## config.mk

```make
export PLATFORM = sky130hd
export DESIGN_NAME = swfc_ctrl
export DESIGN_NICKNAME = d
export VERILOG_FILES = /design/src/rtl/swfc_pkg.sv /design/src/rtl/swfc_rx_match.sv /design/src/rtl/swfc_pause.sv /design/src/rtl/swfc_tx_insert.sv /design/src/rtl/swfc_trigger.sv /design/src/rtl/swfc_ctrl.sv
export SDC_FILE = /design/constraint.sdc
export NUM_CORES = 1
export LEC_CHECK = 0
export BUFFER_PORTS_ARGS = -buffer_cell sky130_fd_sc_hd__buf_2
export CAP_MARGIN = 10
export CORE_MARGIN = 2
export CORE_UTILIZATION = 45
export DETAILED_ROUTE_END_ITERATION = 16
export HOLD_SLACK_MARGIN = 0.02
export PLACE_DENSITY = 0.72
export RECOVER_POWER = 100
export SETUP_SLACK_MARGIN = 0.15
export SLEW_MARGIN = 20
export SYNTH_ARGS = -nofsm -noshare
export SYNTH_HDL_FRONTEND = slang
export SYNTH_SLANG_ARGS = --single-unit
```

## constraint.sdc

```tcl
create_clock -name clk -period 3.6 [get_ports clk]
set_clock_uncertainty 0.15 [all_clocks]
set_input_delay 0.36 -clock clk [delete_from_list [all_inputs] [get_ports clk]]
set_output_delay 0.36 -clock clk [all_outputs]
set_load 0.02 [all_outputs]
```

## src/rtl/swfc_pkg.sv

```systemverilog
package swfc_pkg;

    typedef enum logic [1:0] {
        M_IDLE,
        M_HOLD_ON,
        M_HOLD_OFF,
        M_FLUSH
    } match_st_t;

    typedef enum logic [1:0] {
        P_RUN,
        P_DRAIN,
        P_HOLD
    } pause_st_t;

    typedef enum logic {
        T_DATA,
        T_SECOND
    } tx_st_t;

endpackage

```

## src/rtl/swfc_rx_match.sv

```systemverilog
module swfc_rx_match
    import swfc_pkg::*;
#(
    parameter int CHR_W = 8
) (
    input  logic             clk,
    input  logic             rst_n,
    input  logic [1:0]       rx_mode,
    input  logic             seq_en,
    input  logic [CHR_W-1:0] xon1_chr,
    input  logic [CHR_W-1:0] xon2_chr,
    input  logic [CHR_W-1:0] xoff1_chr,
    input  logic [CHR_W-1:0] xoff2_chr,
    input  logic             byte_vld,
    input  logic [CHR_W-1:0] byte_in,
    output logic             wr_en,
    output logic [CHR_W-1:0] wr_data,
    output logic             xon_det,
    output logic             xoff_det
);

    match_st_t        st_q, st_d;
    logic [CHR_W-1:0] hold_q, hold_d;
    logic [CHR_W-1:0] spill_q, spill_d;
    logic             wr_d, on_d, off_d;
    logic [CHR_W-1:0] wd_d;
    logic             any_on, any_off;

    // single-byte recognition for the non-sequence modes
    always_comb begin
        any_on  = 1'b0;
        any_off = 1'b0;
        unique case (rx_mode)
            2'b10: begin
                any_on  = (byte_in == xon1_chr);
                any_off = (byte_in == xoff1_chr);
            end
            2'b01: begin
                any_on  = (byte_in == xon2_chr);
                any_off = (byte_in == xoff2_chr);
            end
            2'b11: begin
                any_on  = (byte_in == xon1_chr) || (byte_in == xon2_chr);
                any_off = (byte_in == xoff1_chr) || (byte_in == xoff2_chr);
            end
            default: ;
        endcase
    end

    always_comb begin
        st_d    = st_q;
        hold_d  = hold_q;
        spill_d = spill_q;
        wr_d    = 1'b0;
        wd_d    = byte_in;
        on_d    = 1'b0;
        off_d   = 1'b0;
        unique case (st_q)
            M_IDLE: begin
                if (byte_vld) begin
                    if (seq_en) begin
                        if (byte_in == xoff1_chr) begin
                            st_d   = M_HOLD_OFF;
                            hold_d = byte_in;
                        end else if (byte_in == xon1_chr) begin
                            st_d   = M_HOLD_ON;
                            hold_d = byte_in;
                        end else begin
                            wr_d = 1'b1;
                        end
                    end else if (any_off) begin
                        off_d = 1'b1;
                    end else if (any_on) begin
                        on_d = 1'b1;
                    end else begin
                        wr_d = 1'b1;
                    end
                end
            end
            M_HOLD_ON, M_HOLD_OFF: begin
                if (byte_vld) begin
                    if (st_q == M_HOLD_ON && byte_in == xon2_chr) begin
                        on_d = 1'b1;
                        st_d = M_IDLE;
                    end else if (st_q == M_HOLD_OFF && byte_in == xoff2_chr) begin
                        off_d = 1'b1;
                        st_d  = M_IDLE;
                    end else begin
                        wr_d    = 1'b1;
                        wd_d    = hold_q;
                        spill_d = byte_in;
                        st_d    = M_FLUSH;
                    end
                end
            end
            M_FLUSH: begin
                wr_d = 1'b1;
                wd_d = spill_q;
                st_d = M_IDLE;
            end
            default: st_d = M_IDLE;
        endcase
    end

    // state register
    always_ff @(posedge clk) begin
        if (!rst_n) begin
            st_q    <= M_IDLE;
            hold_q  <= '0;
            spill_q <= '0;
        end else begin
            st_q    <= st_d;
            hold_q  <= hold_d;
            spill_q <= spill_d;
        end
    end

    // output register
    always_ff @(posedge clk) begin
        if (!rst_n) begin
            wr_en    <= 1'b0;
            wr_data  <= '0;
            xon_det  <= 1'b0;
            xoff_det <= 1'b0;
        end else begin
            wr_en    <= wr_d;
            wr_data  <= wd_d;
            xon_det  <= on_d;
            xoff_det <= off_d;
        end
    end


    passthru_chk: assert property (@(posedge clk) disable iff (!rst_n)
        (rx_mode == 2'b00 && st_q == M_IDLE && byte_vld)
        |=> (wr_en && wr_data == $past(byte_in)));


    write_source_chk: assert property (@(posedge clk) disable iff (!rst_n)
        wr_en |-> ($past(byte_vld) || $past(st_q == M_FLUSH)));

endmodule

```

## src/rtl/swfc_pause.sv

```systemverilog
module swfc_pause
    import swfc_pkg::*;
(
    input  logic clk,
    input  logic rst_n,
    input  logic rx_off,
    input  logic xon_det,
    input  logic xoff_det,
    input  logic ser_ready,
    output logic tx_pause,
    output logic data_block
);

    pause_st_t st_q, st_d;

    always_comb begin
        st_d = st_q;
        unique case (st_q)
            P_RUN:   if (xoff_det) st_d = P_DRAIN;
            P_DRAIN: begin
                if (xon_det)        st_d = P_RUN;
                else if (ser_ready) st_d = P_HOLD;
            end
            P_HOLD:  if (xon_det) st_d = P_RUN;
            default: st_d = P_RUN;
        endcase
        if (rx_off) st_d = P_RUN;
    end

    always_ff @(posedge clk) begin
        if (!rst_n) st_q <= P_RUN;
        else        st_q <= st_d;
    end

    always_comb begin
        tx_pause   = (st_q == P_HOLD);
        data_block = (st_q != P_RUN);
    end


    hold_after_idle_chk: assert property (@(posedge clk) disable iff (!rst_n)
        $rose(tx_pause) |-> $past(ser_ready));


    resume_release_chk: assert property (@(posedge clk) disable iff (!rst_n)
        xon_det |=> !tx_pause);

endmodule

```

## src/rtl/swfc_tx_insert.sv

```systemverilog
module swfc_tx_insert
    import swfc_pkg::*;
#(
    parameter int CHR_W = 8,
    parameter int CNT_W = 8,
    parameter int LVL_W = 8
) (
    input  logic             clk,
    input  logic             rst_n,
    input  logic [1:0]       tx_mode,
    input  logic [CHR_W-1:0] xon1_chr,
    input  logic [CHR_W-1:0] xon2_chr,
    input  logic [CHR_W-1:0] xoff1_chr,
    input  logic [CHR_W-1:0] xoff2_chr,
    input  logic [CNT_W-1:0] rx_count,
    input  logic [LVL_W-1:0] rx_level,
    input  logic             data_block,
    input  logic             txq_valid,
    input  logic [CHR_W-1:0] txq_data,
    input  logic             ser_ready,
    output logic             txq_pop,
    output logic             ser_load,
    output logic [CHR_W-1:0] ser_data
);

    tx_st_t           st_q, st_d;
    logic             stop_q, stop_d;
    logic [CHR_W-1:0] sec_q, sec_d;
    logic             tx_en, use_p1, both, need_off, need_on;

    always_comb begin
        tx_en    = (tx_mode != 2'b00);
        use_p1   = tx_mode[1];
        both     = (tx_mode == 2'b11);
        need_off = tx_en && !stop_q && (int'(rx_count) >= int'(rx_level));
        need_on  = tx_en && stop_q && (int'(rx_count) < int'(rx_level >> 1));
    end

    always_comb begin
        st_d     = st_q;
        stop_d   = stop_q;
        sec_d    = sec_q;
        ser_load = 1'b0;
        ser_data = txq_data;
        txq_pop  = 1'b0;
        if (!tx_en) stop_d = 1'b0;
        unique case (st_q)
            T_DATA: begin
                if (ser_ready) begin
                    if (need_off) begin
                        ser_load = 1'b1;
                        ser_data = use_p1 ? xoff1_chr : xoff2_chr;
                        stop_d   = 1'b1;
                        if (both) begin
                            sec_d = xoff2_chr;
                            st_d  = T_SECOND;
                        end
                    end else if (need_on) begin
                        ser_load = 1'b1;
                        ser_data = use_p1 ? xon1_chr : xon2_chr;
                        stop_d   = 1'b0;
                        if (both) begin
                            sec_d = xon2_chr;
                            st_d  = T_SECOND;
                        end
                    end else if (txq_valid && !data_block) begin
                        ser_load = 1'b1;
                        txq_pop  = 1'b1;
                    end
                end
            end
            T_SECOND: begin
                if (ser_ready) begin
                    ser_load = 1'b1;
                    ser_data = sec_q;
                    st_d     = T_DATA;
                end
            end
            default: st_d = T_DATA;
        endcase
    end

    always_ff @(posedge clk) begin
        if (!rst_n) begin
            st_q   <= T_DATA;
            stop_q <= 1'b0;
            sec_q  <= '0;
        end else begin
            st_q   <= st_d;
            stop_q <= stop_d;
            sec_q  <= sec_d;
        end
    end


    stop_sent_chk: assert property (@(posedge clk) disable iff (!rst_n)
        $rose(stop_q) |-> $past(ser_load));


    pair_unbroken_chk: assert property (@(posedge clk) disable iff (!rst_n)
        (st_q == T_SECOND) |-> !txq_pop);

endmodule

```

## src/rtl/swfc_trigger.sv

```systemverilog
module swfc_trigger #(
    parameter int CFG_W   = 8,
    parameter int CNT_W   = 8,
    parameter int MAX_LVL = 128,
    parameter int LVL_W   = $clog2(MAX_LVL + 1)
) (
    input  logic             clk,
    input  logic             rst_n,
    input  logic [CFG_W-1:0] rx_cfg,
    input  logic [CFG_W-1:0] tx_cfg,
    input  logic [CNT_W-1:0] rx_count,
    input  logic [CNT_W-1:0] tx_space,
    output logic [LVL_W-1:0] rx_level,
    output logic             rx_irq,
    output logic             rx_dma,
    output logic             tx_irq,
    output logic             tx_dma
);

    localparam int NDIR = 2;

    function automatic logic [LVL_W-1:0] eff_level(input logic [CFG_W-1:0] c);
        if (int'(c) == 0)            return LVL_W'(1);
        else if (int'(c) > MAX_LVL)  return LVL_W'(MAX_LVL);
        else                         return LVL_W'(c);
    endfunction

    logic [CFG_W-1:0] cfg_a [NDIR];
    logic [CNT_W-1:0] cnt_a [NDIR];
    logic [LVL_W-1:0] lvl_a [NDIR];
    logic             req_q [NDIR];

    always_comb begin
        cfg_a[0] = rx_cfg;
        cfg_a[1] = tx_cfg;
        cnt_a[0] = rx_count;
        cnt_a[1] = tx_space;
    end

    for (genvar g = 0; g < NDIR; g++) begin : g_dir
        always_comb lvl_a[g] = eff_level(cfg_a[g]);
        always_ff @(posedge clk) begin
            if (!rst_n) req_q[g] <= 1'b0;
            else        req_q[g] <= (int'(cnt_a[g]) >= int'(lvl_a[g]));
        end
    end

    always_comb begin
        rx_level = lvl_a[0];
        rx_irq   = req_q[0];
        rx_dma   = req_q[0];
        tx_irq   = req_q[1];
        tx_dma   = req_q[1];
    end

endmodule

```

## src/rtl/swfc_ctrl.sv

```systemverilog
module swfc_ctrl #(
    parameter int CHR_W   = 8,
    parameter int CFG_W   = 8,
    parameter int CNT_W   = 8,
    parameter int MAX_LVL = 128
) (
    input  logic             clk,
    input  logic             rst_n,
    input  logic [3:0]       mode,
    input  logic [CHR_W-1:0] xon1_chr,
    input  logic [CHR_W-1:0] xon2_chr,
    input  logic [CHR_W-1:0] xoff1_chr,
    input  logic [CHR_W-1:0] xoff2_chr,
    input  logic [CFG_W-1:0] rx_lvl_cfg,
    input  logic [CFG_W-1:0] tx_lvl_cfg,
    input  logic             rx_vld,
    input  logic [CHR_W-1:0] rx_data,
    output logic             rxf_wr_en,
    output logic [CHR_W-1:0] rxf_wr_data,
    input  logic [CNT_W-1:0] rxf_count,
    input  logic [CNT_W-1:0] txf_space,
    input  logic             txq_valid,
    input  logic [CHR_W-1:0] txq_data,
    output logic             txq_pop,
    input  logic             ser_ready,
    output logic             ser_load,
    output logic [CHR_W-1:0] ser_data,
    output logic             tx_pause,
    output logic             rx_irq,
    output logic             rx_dma,
    output logic             tx_irq,
    output logic             tx_dma
);

    localparam int LVL_W = $clog2(MAX_LVL + 1);

    logic [1:0]       tx_mode, rx_mode;
    logic             seq_en, rx_off;
    logic             xon_det, xoff_det, data_block;
    logic [LVL_W-1:0] rx_level;

    always_comb begin
        tx_mode = mode[3:2];
        rx_mode = mode[1:0];
        seq_en  = (mode == 4'b1111);
        rx_off  = (rx_mode == 2'b00);
    end

    swfc_rx_match #(.CHR_W(CHR_W)) u_match (
        .clk, .rst_n,
        .rx_mode, .seq_en,
        .xon1_chr, .xon2_chr, .xoff1_chr, .xoff2_chr,
        .byte_vld (rx_vld),
        .byte_in  (rx_data),
        .wr_en    (rxf_wr_en),
        .wr_data  (rxf_wr_data),
        .xon_det, .xoff_det
    );

    swfc_pause u_pause (
        .clk, .rst_n,
        .rx_off, .xon_det, .xoff_det, .ser_ready,
        .tx_pause, .data_block
    );

    swfc_tx_insert #(.CHR_W(CHR_W), .CNT_W(CNT_W), .LVL_W(LVL_W)) u_tx (
        .clk, .rst_n,
        .tx_mode,
        .xon1_chr, .xon2_chr, .xoff1_chr, .xoff2_chr,
        .rx_count (rxf_count),
        .rx_level,
        .data_block,
        .txq_valid, .txq_data, .ser_ready,
        .txq_pop, .ser_load, .ser_data
    );

    swfc_trigger #(.CFG_W(CFG_W), .CNT_W(CNT_W), .MAX_LVL(MAX_LVL), .LVL_W(LVL_W)) u_trig (
        .clk, .rst_n,
        .rx_cfg   (rx_lvl_cfg),
        .tx_cfg   (tx_lvl_cfg),
        .rx_count (rxf_count),
        .tx_space (txf_space),
        .rx_level,
        .rx_irq, .rx_dma, .tx_irq, .tx_dma
    );


    paused_no_pop_chk: assert property (@(posedge clk) disable iff (!rst_n)
        tx_pause |-> !txq_pop);

endmodule

```

======== Yosys cells after proc, flatten, opt, wreduce, memory -nomap -nowiden ========
Memory sizes are Yosys's and may differ from the RTL's.
Cells that the tools add are included.
word-level totals
  register bits after elaboration ......... 41
  bits in writable memories ............... 2
  input port bits ......................... 89
  word-level logic and storage cells ...... 156
  memories kept ........................... 1
memory list
  memory        depth  width  rd ports  clocked after Yosys merged registers in  write ports  line                source
  u_trig.req_q  2      1      2         0                                        2            swfc_trigger.sv:31  logic req_q [NDIR];
cells by class
  order comparisons ....................... 5
  equality and inequality tests ........... 21
  muxes and demuxes ....................... 85
  bitwise logic cells ..................... 6
  reductions and logical operators ........ 27
operators by type and width
  operator                                                                  count
  8-bit two-way mux                                                         19
  1-bit two-way mux                                                         44
  8-bit equality test                                                       4
  8-bit case mux with 2 select lines                                        2
  2-bit two-way mux                                                         11
  8-bit greater-or-equal comparator                                         2
  8-bit > comparator (second input constant)                                2
  8-bit logical NOT                                                         2
  4-bit AND reduction                                                       4
  2-bit equality test (second input constant)                               6
  2-bit case mux with 3 select lines                                        2
  1-bit case mux with 3 select lines                                        3
  8-bit by 7-bit less-than comparator with 1-bit output                     1
  2-bit inequality test (second input constant)                             4
  1-bit case mux with 2 select lines                                        4
  2-bit nonzero test                                                        4
  1-bit logical AND                                                         7
  2-bit by 1-bit equality test with 1-bit output (second input constant)    3
  2-bit logical NOT                                                         3
  4-bit equality test (second input constant)                               1
  1-bit inverter                                                            4
  2-bit OR reduction                                                        2
  3-bit by 1-bit inequality test with 1-bit output (second input constant)  1
  3-bit inequality test (second input constant)                             1
  other kinds (5)                                                           8

======== Longest topological paths before layout ========
Gate-level depths: netlist of run 1.
  word-level depth ........................ 9
  depth in mapped cells ................... 12
  depth with buffers taken out ............ 10

======== Hierarchy ========
Synthesis of run 1 repeated with hierarchy kept, for this count alone.
second synthesis, totals
  cell total of the unflattened synthesis .. 473
  area, all modules ....................... 4,026.4 µm²
modules (own cells, without submodules)
  module          instances  cells an instance  area each (µm²)  sequential area each (µm²)
  swfc_rx_match   1          216                2,040.7          580.6
  swfc_tx_insert  1          171                1,352.5          200.2
  swfc_trigger    1          73                 509.2            40.0
  swfc_pause      1          11                 111.4            40.0
  swfc_ctrl       1          2                  12.5             0.0

======== Least setup slack after synthesis of run 1 ========
No wires, ideal clock.
  path type ............................... input-to-output
  start point ............................. input port rx_lvl_cfg[1]
  end point ............................... output port ser_data[0]
  arrival ................................. 2.536 ns
  required time ........................... 3.090 ns
  path slack .............................. 0.554 ns
  stages .................................. 12
  buffers on the path ..................... 2
  cell sequence ........................... nor4_1 a21oi_1 nor2_1 ha_1 nor2b_1 o21ai_1 a41oi_1 or4_1 buf_2 nand2b_1 buf_2 o211ai_1
between the ends
  longest elaborated chain between the ends .. 9
ends and longest elaborated chain
  what                                                   line                  source
  start, declared                                        swfc_ctrl.sv:14       input logic [CFG_W-1:0] rx_lvl_cfg,
  8-bit > comparator                                     swfc_trigger.sv:24    else if (int'(c) > MAX_LVL) return LVL_W'(MAX_LVL);
  8-bit two-way mux                                      swfc_trigger.sv:24
  8-bit two-way mux (*)                                  swfc_trigger.sv:23    if (int'(c) == 0) return LVL_W'(1);
  8-bit by 7-bit less-than comparator with 1-bit output  swfc_tx_insert.sv:36  need_on = tx_en && stop_q && (int'(rx_count) < int'(rx_level >> 1));
  1-bit logical AND                                      swfc_tx_insert.sv:36
  8-bit two-way mux                                      swfc_tx_insert.sv:58  end else if (need_on) begin
  8-bit two-way mux (*)                                  swfc_tx_insert.sv:50  if (need_off) begin
  8-bit two-way mux (*)                                  swfc_tx_insert.sv:49  if (ser_ready) begin
  8-bit case mux with 2 select lines (*)                 swfc_tx_insert.sv:47  unique case (st_q)
  end, declared                                          swfc_ctrl.sv:27       output logic [CHR_W-1:0] ser_data,
Every way passes the cells marked *; elsewhere a longest branch is shown, timed or not.

======== Worst setup path after layout of run 1 ========
  start point ............................. input port rx_lvl_cfg[1]
  end point ............................... output port ser_data[1]
The elaborated chain is that of the path after synthesis.

==> reports/results.ini, run 1 <==
[status]
status=complete, but fails checks
violations=capacitance limit, slew limit

[worst_setup_path]
slowest_delay_ps=560
critical_path_class=in2out
crit_fanout=9
critPathLaunchType=primary input
timing.rr.end=u_match.wr_data[0]
cp_data_arrival_time_ps=2800
r2r-start=u_match.st_q[0]
worstPathCellList=buf_2 -> nor4_1 -> a21oi_1 -> nor2_1 -> ha_1 -> nor2b_1 -> o21ai_1 -> a41oi_1 -> or4_1 -> nand2b_2 -> o211ai_1 -> clkbuf_1
rrSetupSlack_ps=1390
endpoint=ser_data[1]
startpoint=rx_lvl_cfg[1]
critPathSlowestCell=or4_1
required_ps=3090
reg2reg_depth=7
critPathCaptureType=output pin

[placement]
numPortBuffers=112
routabilityCongestion=0.889
hpwl_mm=7.69
post_dp_cell_area_um2=4160

[power_and_ir_drop]
cellPowerDensity_nw_per_um2=375
p_leak_nw=1.87
irDropWorstVdd_v=0.000307
power_w=0.00157

[routing]
drc=0
wl_mm=9.84
wl_per_cell_um=15.5
initialDrtViolationCount=202
drtAntennaViolNets=0
vias=3540
dr.pass1.iters=4
vias_per_cell=5.59

[sta]
rsz0062_at_grt=false
final.period_utilization_pct=91.9
setup_viol=0
worst_pin_slew_ps=1660
hold_viol_final=0
relSlewSlack_pct=-10.8
fmax_mhz=302
setup-tns-final_ps=0
drv_slew=43
fin_crit_ps=3310

[clock_tree]
clkSlewWorstSetupHoldPaths_ps=80
cts_setup_buffers=0
cts.sinks=43
numCtsBuffers=5
cts_buffer_depth=2
cts_tree=built
htree_levels=2
clk_latency_ps=300
root_buffer=clkbuf_8

[synthesis]
synth-async-reset-ratio_pct=0
synth_area_um2=3580
syn_avg_cell_area_um2=8.18
synth_edf_count=0
synth_top_area_share_pct=24.0
yosys-top-cells-count=nand2_1 (53), dfxtp_1 (43), mux2i_1 (33)
yosys.area.top_type=dfxtp_1
yosys-top-cells-area=dfxtp_1 (24%), ha_1 (9.8%), mux2i_1 (9.2%), nand2_1 (5.5%), nor2b_1 (4.7%)
ys_types=52
seq_area_frac_synth_pct=24.0
synth_ff_type=dfxtp_1
synth_seq_cells=43
yosys_warnings=0
syn_nets=555
synth.most_common_cell=nand2_1
synthCells=438

[grt]
grtUsageTotal_pct=23.2
antenna_found_initial=0
grt_max_degree=43
grt_pass1_wl_mm=16.3
grt_pass1_vias=3423
gr-total-overflow=0

[cells_and_area]
stdcell_area_um2=4190
register_area_um2=861
drive_gt1_share_pct=19.4
fin_nets=647
multi_input_area_um2=2400
nFillCells=748
area_growth_pct=16.8
n_antenna_cell=0

[floorplan]
rows=32
fp.coreArea_um2=7730
initial_core_util_pct=46.4
ios=113
dieWidth_um=93.3
die_area_um2=8700
die_h_um=93.3

[job]
maxCapViolCount=1

[worst_hold_path]
min_path_type=in2reg

==> cell type report <==
class | count | share of cell area [%]
well taps | 102 | 3.05
flip-flops and latches | 43 | 20.6
clock inverters | 2 | 0.926
multi-input cells | 333 | 57.3
repair buffers | 118 | 13.6
clock buffers | 6 | 1.97
inverters | 29 | 2.60
==> flip-flops by register name, indices dropped and copies added, names as in the netlist <==
signal	count
u_match.wr_data	8
u_tx.st_q	1
u_trig.req_q	2
u_match.hold_q	8
u_pause.st_q	2
u_match.wr_en	1
u_match.st_q	2
u_tx.sec_q	8
u_match.spill_q	8
u_match.xon_det	1
u_tx.stop_q	1
u_match.xoff_det	1
==> cells in the final DEF, fill, tap and decap left out, types with 3 or more instances in the layout <==
cell type / count
inv_1: 29
a21o_1: 6
nor3_1: 3
dfxtp_1: 43
nor4_1: 6
a21boi_0: 3
clkbuf_1: 28
ha_1: 28
nor2b_1: 27
buf_2: 85
nand4_1: 6
clkbuf_8: 6
a221oi_1: 8
o211ai_1: 16
mux2i_1: 33
o21ai_0: 22
a21oi_1: 10
o2111ai_1: 9
o31ai_1: 8
nand3_1: 6
xnor2_1: 16
xor2_1: 16
buf_4: 5
a31oi_1: 10
nor2_1: 16
nand2_1: 53
==> power breakdown <==
| group | switching, W | total, W | leakage, nW | internal [W] |
|---|---|---|---|---|
| clock | 0.000181 | 0.000410 | 0.0618 | 0.000228 |
| sequential | 0.0000325 | 0.000572 | 0.350 | 0.000540 |
| combinational | 0.000362 | 0.000588 | 1.45 | 0.000227 |
| total | 0.000575 | 0.00157 | 1.87 | 0.000995 |
==> kinds of logic after synthesis <==
kind of cell,count (synthesis),synth area share [%]
AO/OA/AOI/OAI,109,23.6
XOR/XNOR,32,7.82
adder cells (fa/ha/maj),28,9.77
buffers and inverters,62,7.40
flip-flops,43,24.0
multiplexers,33,9.21
AND/OR/NAND/NOR,131,18.2
==> metrics by stage <==
step           setup slack (ps)  instances  util (%)  hold WS, ps
2_1_floorplan               554        438         -          251
3_3_place_gp                410        625      53.9          268
3_5_place_dp                311        625      53.9          285
4_1_cts                     310        633      55.4          201
5_1_grt                    80.6        633      54.2          212
6_report                    292        633      54.2          212
==> how the worst min path moves through the flow <==
stage	start	endpoint	slack, ps	depth (start not counted)
6_report	xon2_chr[7]	u_tx.sec_q[7]	210	3
5_1_grt	xon2_chr[6]	u_tx.sec_q[6]	210	3
4_1_cts	xon2_chr[7]	u_tx.sec_q[7]	200	3
3_5_place_dp	u_match.xon_det	u_pause.st_q[1]	280	1
3_3_place_gp	u_match.xon_det	u_pause.st_q[1]	270	1
2_1_floorplan	u_match.xon_det	u_pause.st_q[1]	250	1
==> critical path: cells and delay by family <==
kind            cells  cell delay [ps]
buf+inv             2              370
fa+ha+maj           1              140
compound gates      4              630
simple gates        5             1300
==> layer usage <==
| layer | global-route usage [%] | vias up | wire length [µm] |
|---|---|---|---|
| met5 | 0 | - | 0 |
| met4 | 6.13 | 0 | 108 |
| met3 | 4.03 | 8 | 654 |
| met2 | 38.1 | 138 | 4620 |
| met1 | 31.3 | 1646 | 4450 |
| li1 | - | 1748 | - |
==> what timing repair did <==
item | 4_1_cts | 5_1_grt
setup endpoints to repair | 0 | 8
resized for setup | 0 | 1
hold buffers | 0 | 0
Note: power is estimated with default switching activity, not from simulation.
==> run 2: changes to the inputs <==
--- a/config.mk
+++ b/config.mk
@@ -5,14 +5,13 @@
 export SDC_FILE = /design/constraint.sdc
 export NUM_CORES = 1
 export LEC_CHECK = 0
-export BUFFER_PORTS_ARGS = -buffer_cell sky130_fd_sc_hd__buf_2
 export CAP_MARGIN = 10
 export CORE_MARGIN = 2
 export CORE_UTILIZATION = 45
 export DETAILED_ROUTE_END_ITERATION = 16
+export DONT_BUFFER_PORTS = 1
 export HOLD_SLACK_MARGIN = 0.02
-export PLACE_DENSITY = 0.72
-export RECOVER_POWER = 100
+export RECOVER_POWER = 25
 export SETUP_SLACK_MARGIN = 0.15
 export SLEW_MARGIN = 20
 export SYNTH_ARGS = -nofsm -noshare
==> reports/results.ini, run 2 (synthesis results as in run 1) <==
[worst_setup_path]
critPathBufInv=2
slowest_delay_ps=540
critPathLaunchType=primary input
crit_fanout=9
crit_top_cell=nand2_1
rrSetupSlack_ps=1460
timing.rr.end=u_match.spill_q[2]
r2r-start=u_match.st_q[0]
cp_data_arrival_time_ps=2720
critPathCaptureType=output pin
worstPathCellList=inv_1 -> nand2_1 -> ha_1 -> nand2_1 -> o21ai_1 -> a41oi_1 -> or4_1 -> nand2b_1 -> o211ai_1 -> buf_4
critical_path_class=in2out
required_ps=3090
critPathSlowestCell=or4_1
crit_family=simple AND/OR/NAND/NOR gates
reg2reg_depth=7

[power_and_ir_drop]
cellPowerDensity_nw_per_um2=362
p_leak_nw=1.52
irDropWorstVdd_v=0.000254
power_w=0.00135

[sta]
setup-tns-final_ps=0
hold_viol_final=0
worst_slack_ps=370
setup_viol=0
relSlewSlack_pct=58.9
rsz0062_at_grt=false
fin_crit_ps=3230
whs_ps=31.0
fmax_mhz=310
drv_slew=0
worst_pin_slew_ps=615
final.period_utilization_pct=89.7

[placement]
numPortBuffers=0
routabilityCongestion=0.812
dp_slack_ps=402
hpwl_mm=7.29
post_dp_cell_area_um2=3650

[status]
status=complete, no violations

[job]
maxCapViolCount=0

[routing]
wl_mm=9.29
drc=0
initialDrtViolationCount=77
wl_per_cell_um=17.6
vias=3042
drtAntennaViolNets=0
dr.pass1.iters=4
vias_per_cell=5.77

[floorplan]
rows=32
fp.coreArea_um2=7730
ios=113
die_h_um=93.3
dieWidth_um=93.3
die_area_um2=8700
initial_core_util_pct=46.4

[clock_tree]
cts_tree=built
clkSlewWorstSetupHoldPaths_ps=90
cts.sinks=43
htree_levels=2
cts_buffer_depth=2
cts_setup_buffers=0
root_buffer=clkbuf_8
clk_latency_ps=290
numCtsBuffers=5
cts_resized=0

[grt]
gr-total-overflow=0
grt_max_degree=44
grt_pass1_vias=2866
grtUsageTotal_pct=20.7
grt_pass1_wl_mm=14.3
antenna_found_initial=0

[worst_hold_path]
min_path_type=in2reg
worstHoldStart=rst_n
whs_endpoint=u_trig.req_q[1]
min_path_cells=2

[cells_and_area]
final_cell_mix=nand2_1 (53), dfxtp_1 (43), mux2i_1 (33)
stdcell_area_um2=3740
area_growth_pct=4.29
fin_nets=542
n_antenna_cell=0
final_common_cell=nand2_1
nFillCells=787
drive_gt1_share_pct=7.53

run 2: changes by cell type in the layout (fill, tap and decap cells not counted), moves of 6 or more:
cell	previous run	this run
buf_2	85	0
a221oi_2	2	8
a221oi_1	8	2
buf_4	5	12
clkbuf_1	28	0
run 2: per-stage QoR:
| step | utilization (%) | std cells |
|---|---|---|
| 2_1_floorplan | - | 438 |
| 3_3_place_gp | 47.2 | 519 |
| 3_5_place_dp | 47.2 | 519 |
| 4_1_cts | 48.4 | 527 |
| 5_1_grt | 48.4 | 527 |
| 6_report | 48.4 | 527 |
run 2: routing by layer:
| metal | global-route usage [%] | wire (µm) | up-vias |
|---|---|---|---|
| met5 | 0 | 0 | - |
| met1 | 27.0 | 4150 | 1431 |
| met4 | 3.68 | 59 | 0 |
| met2 | 36.0 | 4540 | 74 |
| met3 | 3.87 | 539 | 6 |
| li1 | - | - | 1531 |
run 2: worst reg2reg max path: cells and delay by family (launching register included):
family | cells | cell delay, ps
simple gates | 3 | 960
flops | 1 | 350
mux | 1 | 250
fa+ha+maj | 1 | 170
buf+inv | 2 | 150
run 2: final cells by class:
class	count	area (µm²)	area share [%]
well taps	102	128	3.41
multi-input cells	333	2460	65.8
clock buffers	5	68.8	1.84
clock inverters	2	13.8	0.368
inverters	29	109	2.91
flip-flops and latches	43	861	23.0
repair buffers	13	100	2.68
run 2: where the power goes:
group          switching, W  leakage (nW)  internal, W
logic              0.000241          1.13     0.000191
registers         0.0000800         0.350     0.000540
clock network      0.000170        0.0440     0.000133
total              0.000490          1.52     0.000864
run 2: worst max path at each step:
stage | from | to | cells after the start
floorplan | rx_lvl_cfg[1] | ser_data[0] | 12
global placement | rx_lvl_cfg[7] | ser_data[2] | 10
detailed placement | rx_lvl_cfg[7] | ser_data[7] | 10
CTS | rx_lvl_cfg[7] | ser_data[7] | 10
global route | rx_lvl_cfg[7] | ser_data[7] | 10
finish | rx_lvl_cfg[7] | ser_data[7] | 10
run 2: repair_timing:
item	4_1_cts	5_1_grt
hold endpoints to repair	1	0
hold buffers	1	0
endpoints found under the setup margin	0	0
